### src/rtl/evc_pkg.sv
package evc_pkg;

    // state of the busy-window gate
    typedef struct packed {
        logic busy_prev;   // bus_busy seen in the previous cycle
        logic lvl_start;   // synchronised event level when busy rose
    } gate_t;

endpackage

### src/rtl/evc_sync.sv
module evc_sync #(
    parameter int DEPTH = 2
) (
    input  logic clk,
    input  logic rst_n,
    input  logic evt_in,
    output logic evt_lvl,
    output logic evt_rise
);
    localparam int PIPE = DEPTH + 1;   // synchroniser flops plus one history flop

    typedef struct packed {
        logic [PIPE-1:0] pipe;
        logic [PIPE-1:0] fill;         // marks which pipe stages hold real samples
    } sync_t;

    sync_t q, d;

    always_comb begin
        d      = q;
        d.pipe = {q.pipe[PIPE-2:0], evt_in};
        d.fill = {q.fill[PIPE-2:0], 1'b1};
    end

    always_ff @(posedge clk or negedge rst_n) begin
        if (!rst_n) q <= '0;
        else        q <= d;
    end

    assign evt_lvl  = q.pipe[DEPTH-1];
    assign evt_rise = q.fill[PIPE-1] & q.pipe[DEPTH-1] & ~q.pipe[DEPTH];
endmodule

### src/rtl/evc_gate.sv
module evc_gate
    import evc_pkg::*;
(
    input  logic clk,
    input  logic rst_n,
    input  logic bus_busy,
    input  logic evt_lvl,
    input  logic evt_rise,
    output logic step
);
    gate_t q, d;
    logic busy_rise, busy_fall;

    always_comb begin
        busy_rise = bus_busy & ~q.busy_prev;
        busy_fall = ~bus_busy & q.busy_prev;
        d           = q;
        d.busy_prev = bus_busy;
        if (busy_rise) d.lvl_start = evt_lvl;
        if (bus_busy)       step = 1'b0;
        else if (busy_fall) step = ~q.lvl_start & evt_lvl;
        else                step = evt_rise;
    end

    always_ff @(posedge clk or negedge rst_n) begin
        if (!rst_n) q <= '0;
        else        q <= d;
    end
endmodule

### src/rtl/evc_core.sv
module evc_core #(
    parameter int CNT_W = 24
) (
    input  logic             clk,
    input  logic             rst_n,
    input  logic             step,
    input  logic             clr_cmd,
    output logic [CNT_W-1:0] count,
    output logic             wrap_flag
);
    localparam logic [CNT_W-1:0] CNT_MAX = '1;

    typedef struct packed {
        logic [CNT_W-1:0] cnt;
        logic             wrap;
    } core_t;

    core_t q, d;

    always_comb begin
        d = q;
        if (clr_cmd) begin
            d = '0;
        end else if (step) begin
            d.cnt = q.cnt + 1'b1;
            if (q.cnt == CNT_MAX) d.wrap = ~q.wrap;
        end
    end

    always_ff @(posedge clk or negedge rst_n) begin
        if (!rst_n) q <= '0;
        else        q <= d;
    end

    assign count     = q.cnt;
    assign wrap_flag = q.wrap;
endmodule

### src/rtl/evt_wrap_counter.sv
module evt_wrap_counter #(
    parameter int CNT_W      = 24,
    parameter int SYNC_DEPTH = 2
) (
    input  logic             clk,
    input  logic             rst_n,
    input  logic             evt_in,
    input  logic             bus_busy,
    input  logic             clr_cmd,
    output logic [CNT_W-1:0] count,
    output logic             wrap_flag
);
    logic evt_lvl, evt_rise, step;

    evc_sync #(.DEPTH(SYNC_DEPTH)) u_sync (
        .clk      (clk),
        .rst_n    (rst_n),
        .evt_in   (evt_in),
        .evt_lvl  (evt_lvl),
        .evt_rise (evt_rise)
    );

    evc_gate u_gate (
        .clk      (clk),
        .rst_n    (rst_n),
        .bus_busy (bus_busy),
        .evt_lvl  (evt_lvl),
        .evt_rise (evt_rise),
        .step     (step)
    );

    evc_core #(.CNT_W(CNT_W)) u_core (
        .clk       (clk),
        .rst_n     (rst_n),
        .step      (step),
        .clr_cmd   (clr_cmd),
        .count     (count),
        .wrap_flag (wrap_flag)
    );
endmodule

### config.mk
export PLATFORM = sky130hd
export DESIGN_NAME = evt_wrap_counter
export DESIGN_NICKNAME = d
export VERILOG_FILES = /design/src/rtl/evc_pkg.sv /design/src/rtl/evc_sync.sv /design/src/rtl/evc_gate.sv /design/src/rtl/evc_core.sv /design/src/rtl/evt_wrap_counter.sv
export SDC_FILE = /design/constraint.sdc
export NUM_CORES = 1
export LEC_CHECK = 0
export ABC_AREA = 1
export BUFFER_PORTS_ARGS = -buffer_cell sky130_fd_sc_hd__buf_2
export CAP_MARGIN = 15
export CORE_ASPECT_RATIO = 1.1
export CORE_MARGIN = 1.5
export CORE_UTILIZATION = 40
export CTS_CLUSTER_SIZE = 16
export DETAILED_ROUTE_END_ITERATION = 10
export SETUP_SLACK_MARGIN = 0.02
export SYNTH_ARGS = -nofsm -noshare
export SYNTH_HDL_FRONTEND = slang
export SYNTH_HIERARCHICAL = 1
export SYNTH_SLANG_ARGS = --single-unit
### constraint.sdc
create_clock -name clk -period 2.3 [get_ports clk]
set_input_delay 0.23 -clock clk [delete_from_list [all_inputs] [get_ports clk]]
set_output_delay 0.23 -clock clk [all_outputs]
set_load 0.01 [all_outputs]
==> summary.md <==
| Metric | Value |
|---|---|
| H-tree depth | `2` |
| Total gr overflow | `0` |
| CTS tree | `built` |
| Synth top cells by count | `43 x nand2_1, 38 x nor2_1, 33 x dfrtp_1` |
| Starting density of the core | `between 40% and 50%` |
| Most numerous cell in the Yosys netlist | `nand2_1` |
| Deepest clock path buffer count | `2` |
| Root Buffer | `clkbuf_8` |
| CTS Buf Count | `5` |
| Clock Skew | `5.890 ps` |
| Pwr/cell area | `roughly 530 nW/um^2` |
| Net count reported at finish | `around 260` |
| Drt via density | `a little under 5` |
| Pre-CTS setup slack | `approximately 440 ps` |
| Mean Syn Cell Area | `between 7 and 8 um^2` |
| Vias in the first global route | `1383` |
| N_diodes | `0` |
| Fill count | `approximately 420` |
| Worst rel slew slack | `50.86%` |
| Post-layout min period | `between 1500 and 2000 ps` |
| Peak supply drop | `between 0.3 and 0.4 mV` |
| Vias | `~1500` |
| FF-to-FF Start | `u_sync/evt_lvl` |
| Maxcap violations | `0` |
| Setup violations, final | `0` |
| Die W | `~66 um` |
| # Post-CTS Setup Buffers | `0` |
| Hold_ws | `-2.078 ps` |
| Top post-synthesis cells by area | `dfrtp_1 48%, nand2_1 9.3%, nor2_1 8.2%` |
| Syn-to-layout area delta | `16.98%` |
| Top-area cell type share of the netlist area | `about 48%` |
| CP Max Fanout | `6` |
| Crit path required time | `roughly 2500 ps` |
| Hold Buf Count CTS | `0` |
| Post-synth net total | `~220` |
| Clk sink count | `33` |
| Buffers on Ports | `29` |
| Share of cells above drive strength 1 | `between 20% and 30%` |
| Final slew viol count | `0` |
| # rows | `24` |
| Synth Instances | `218` |
| Die area | `4733 um^2` |
| Clock slew at reported path FFs | `approximately 70 ps` |
| Worst Path Arrival | `approximately 2100 ps` |
| Fmax | `~0.53 GHz` |
| Crit Path Category | `flop to flop` |
| Post-synthesis sequential area ratio | `a little under half` |
| Hold Path Class | `input pin to async pin` |
| Crit. End Element | `flop` |
| Register-to-register setup slack | `between 400 and 500 ps` |
| Failing checks | `hold timing` |
| First-pass GRT wire length | `around 6400 um` |
| Dominant synthesized flop cell | `dfrtp_1` |
| First drt pass iteration count | `4` |
| Core Area | `~4000 um^2` |
| Ys async rst share | `100.0%` |
| GRT Util Overall | `a little under a fifth` |
| Status | `finished, violations left` |
| Worst-Margin Slew | `737.1 ps` |
| Period utilisation layout | `between 80 and 90%` |
| Placer Congestion | `about 0.83` |
| Lkg Pwr | `0.9830 nW` |
| Final core occ | `between 40% and 50%` |
| RSZ-0062 raised after global routing | `false` |
| Drc violations | `0` |
| Worst reg2reg endpoint | `u_core/count[6]` |
| Hold Violations, Final | `1` |
| Yosys reg bits | `33` |
| Initial antenna violation count | `0` |
| Worst reg2reg path depth | `9` |
| Pin count of the biggest net entering global routing | `34` |
| Critical path launch point type | `flop` |
| Cts repair resizes | `0` |
| Avg WL per Cell | `11.85 um` |
| Final setup margin | `approximately 410 ps` |
| Initial drt markers | `100` |
| Largest area contributor in the netlist | `dfrtp_1` |
| Fin Setup TNS | `0 ps` |
| Yosys warnings | `6` |
| Die Ht | `72.01 um` |
| IO Pins | `30` |
| Clock Latency Late Sink | `280 ps` |
| Routed WL | `3625 um` |
| Post-Syn Area | `approximately 1700 um^2` |
| Library cells used by synthesis | `28` |
| Antenna Nets Post-Route | `0` |
| Post-DP HPWL | `approximately 2700 um` |
| Post-synth EDFFs | `0` |
-- logic make-up (layout without fill, tap and decap cells) --
logic type | count (synthesis) | after routing | share of synthesized area [%]
compound gates | 27 | 27 | 8.309
xor+xnor | 1 | 1 | 0.5059
fa+ha+maj | 1 | 1 | 0.7224
buf+inv | 26 | 62 | 5.781
flops | 33 | 33 | 47.69
other cells | 1 | 1 | 0.2166
simple gates | 129 | 129 | 36.78
-- final cells by class --
class / instances / area [um^2] / area share (%)
flip-flops and latches: 33 / 825.8 / 40.77
multi-input cells: 159 / 805.8 / 39.78
repair buffers: 30 / 152.6 / 7.536
inverters: 24 / 90.09 / 4.447
clock buffers: 5 / 68.82 / 3.397
well taps: 52 / 65.06 / 3.212
clock inverters: 3 / 17.52 / 0.8647
-- layout by cell type, fill, tap and decap left out, types with 2 or more instances in the layout --
| master | count |
|---|---|
| buf_2 | 29 |
| nand2_2 | 8 |
| nor2_2 | 5 |
| nor3b_1 | 2 |
| nor2_1 | 38 |
| nand3_1 | 18 |
| o21bai_1 | 2 |
| clkbuf_8 | 5 |
| dfrtp_1 | 33 |
| clkinv_2 | 2 |
| nor2_4 | 5 |
| nand4_1 | 4 |
| inv_2 | 2 |
| inv_1 | 21 |
| a21oi_1 | 14 |
| o21ai_0 | 8 |
| nand2_1 | 43 |
-- flip-flops by register name, summed over array words and instances, names as in the netlist --
register / cells
u_core/count: 24
u_sync/d: 3
u_gate/q: 2
u_sync/q: 2
u_core/wrap_flag: 1
u_sync/evt_lvl: 1
-- per-layer routing --
metal  global-route usage (%)  part of all wire [%]  vias up
met5                        0                     0        -
met4                    8.333                   2.1        0
met3                    5.271                   4.4        5
met2                    26.26                    46       34
met1                    25.35                    48      681
li1                         -                     -      772
-- stage by stage --
stage               area, um^2  hold slack (ps)  std cells  total power, W
floorplan                 1732           -65.59        218       0.0006353
global placement          1939            331.7        298       0.0006622
CTS                       2026            34.78        306        0.001096
global route              2026            39.40        306        0.001135
detailed placement        1939            336.3        298       0.0006624
finish                    2026           -2.078        306        0.001074
-- power by group --
group          internal, W  switching (W)  leakage (nW)
logic            0.0000152      0.0000369         0.496
clock network     0.000209       0.000216        0.0439
registers         0.000591     0.00000652         0.443
total             0.000815       0.000260         0.983
-- worst max path at each step --
| stage | startpoint | endpoint | depth (start not counted) |
|---|---|---|---|
| 2_1_floorplan | u_sync/evt_lvl | u_core/count[16] | 11 |
| 3_3_place_gp | u_sync/evt_lvl | u_core/count[10] | 10 |
| 3_5_place_dp | u_sync/evt_lvl | u_core/count[6] | 9 |
| 4_1_cts | u_sync/evt_lvl | u_core/count[6] | 9 |
| 5_1_grt | u_sync/evt_lvl | u_core/count[10] | 10 |
| 6_report | u_sync/evt_lvl | u_core/count[6] | 9 |
-- critical path, cell delays in order (launching register included) --
cell and delay [ps]:
dfrtp_1 390, nand2_1 80, nor2_2 80, o21bai_1 60, nor2_1 310, nor2_1 180
nor2_1 330, nand3_1 140, o21ai_0 160, a21oi_1 60
Power figures use the tool's default switching activity.
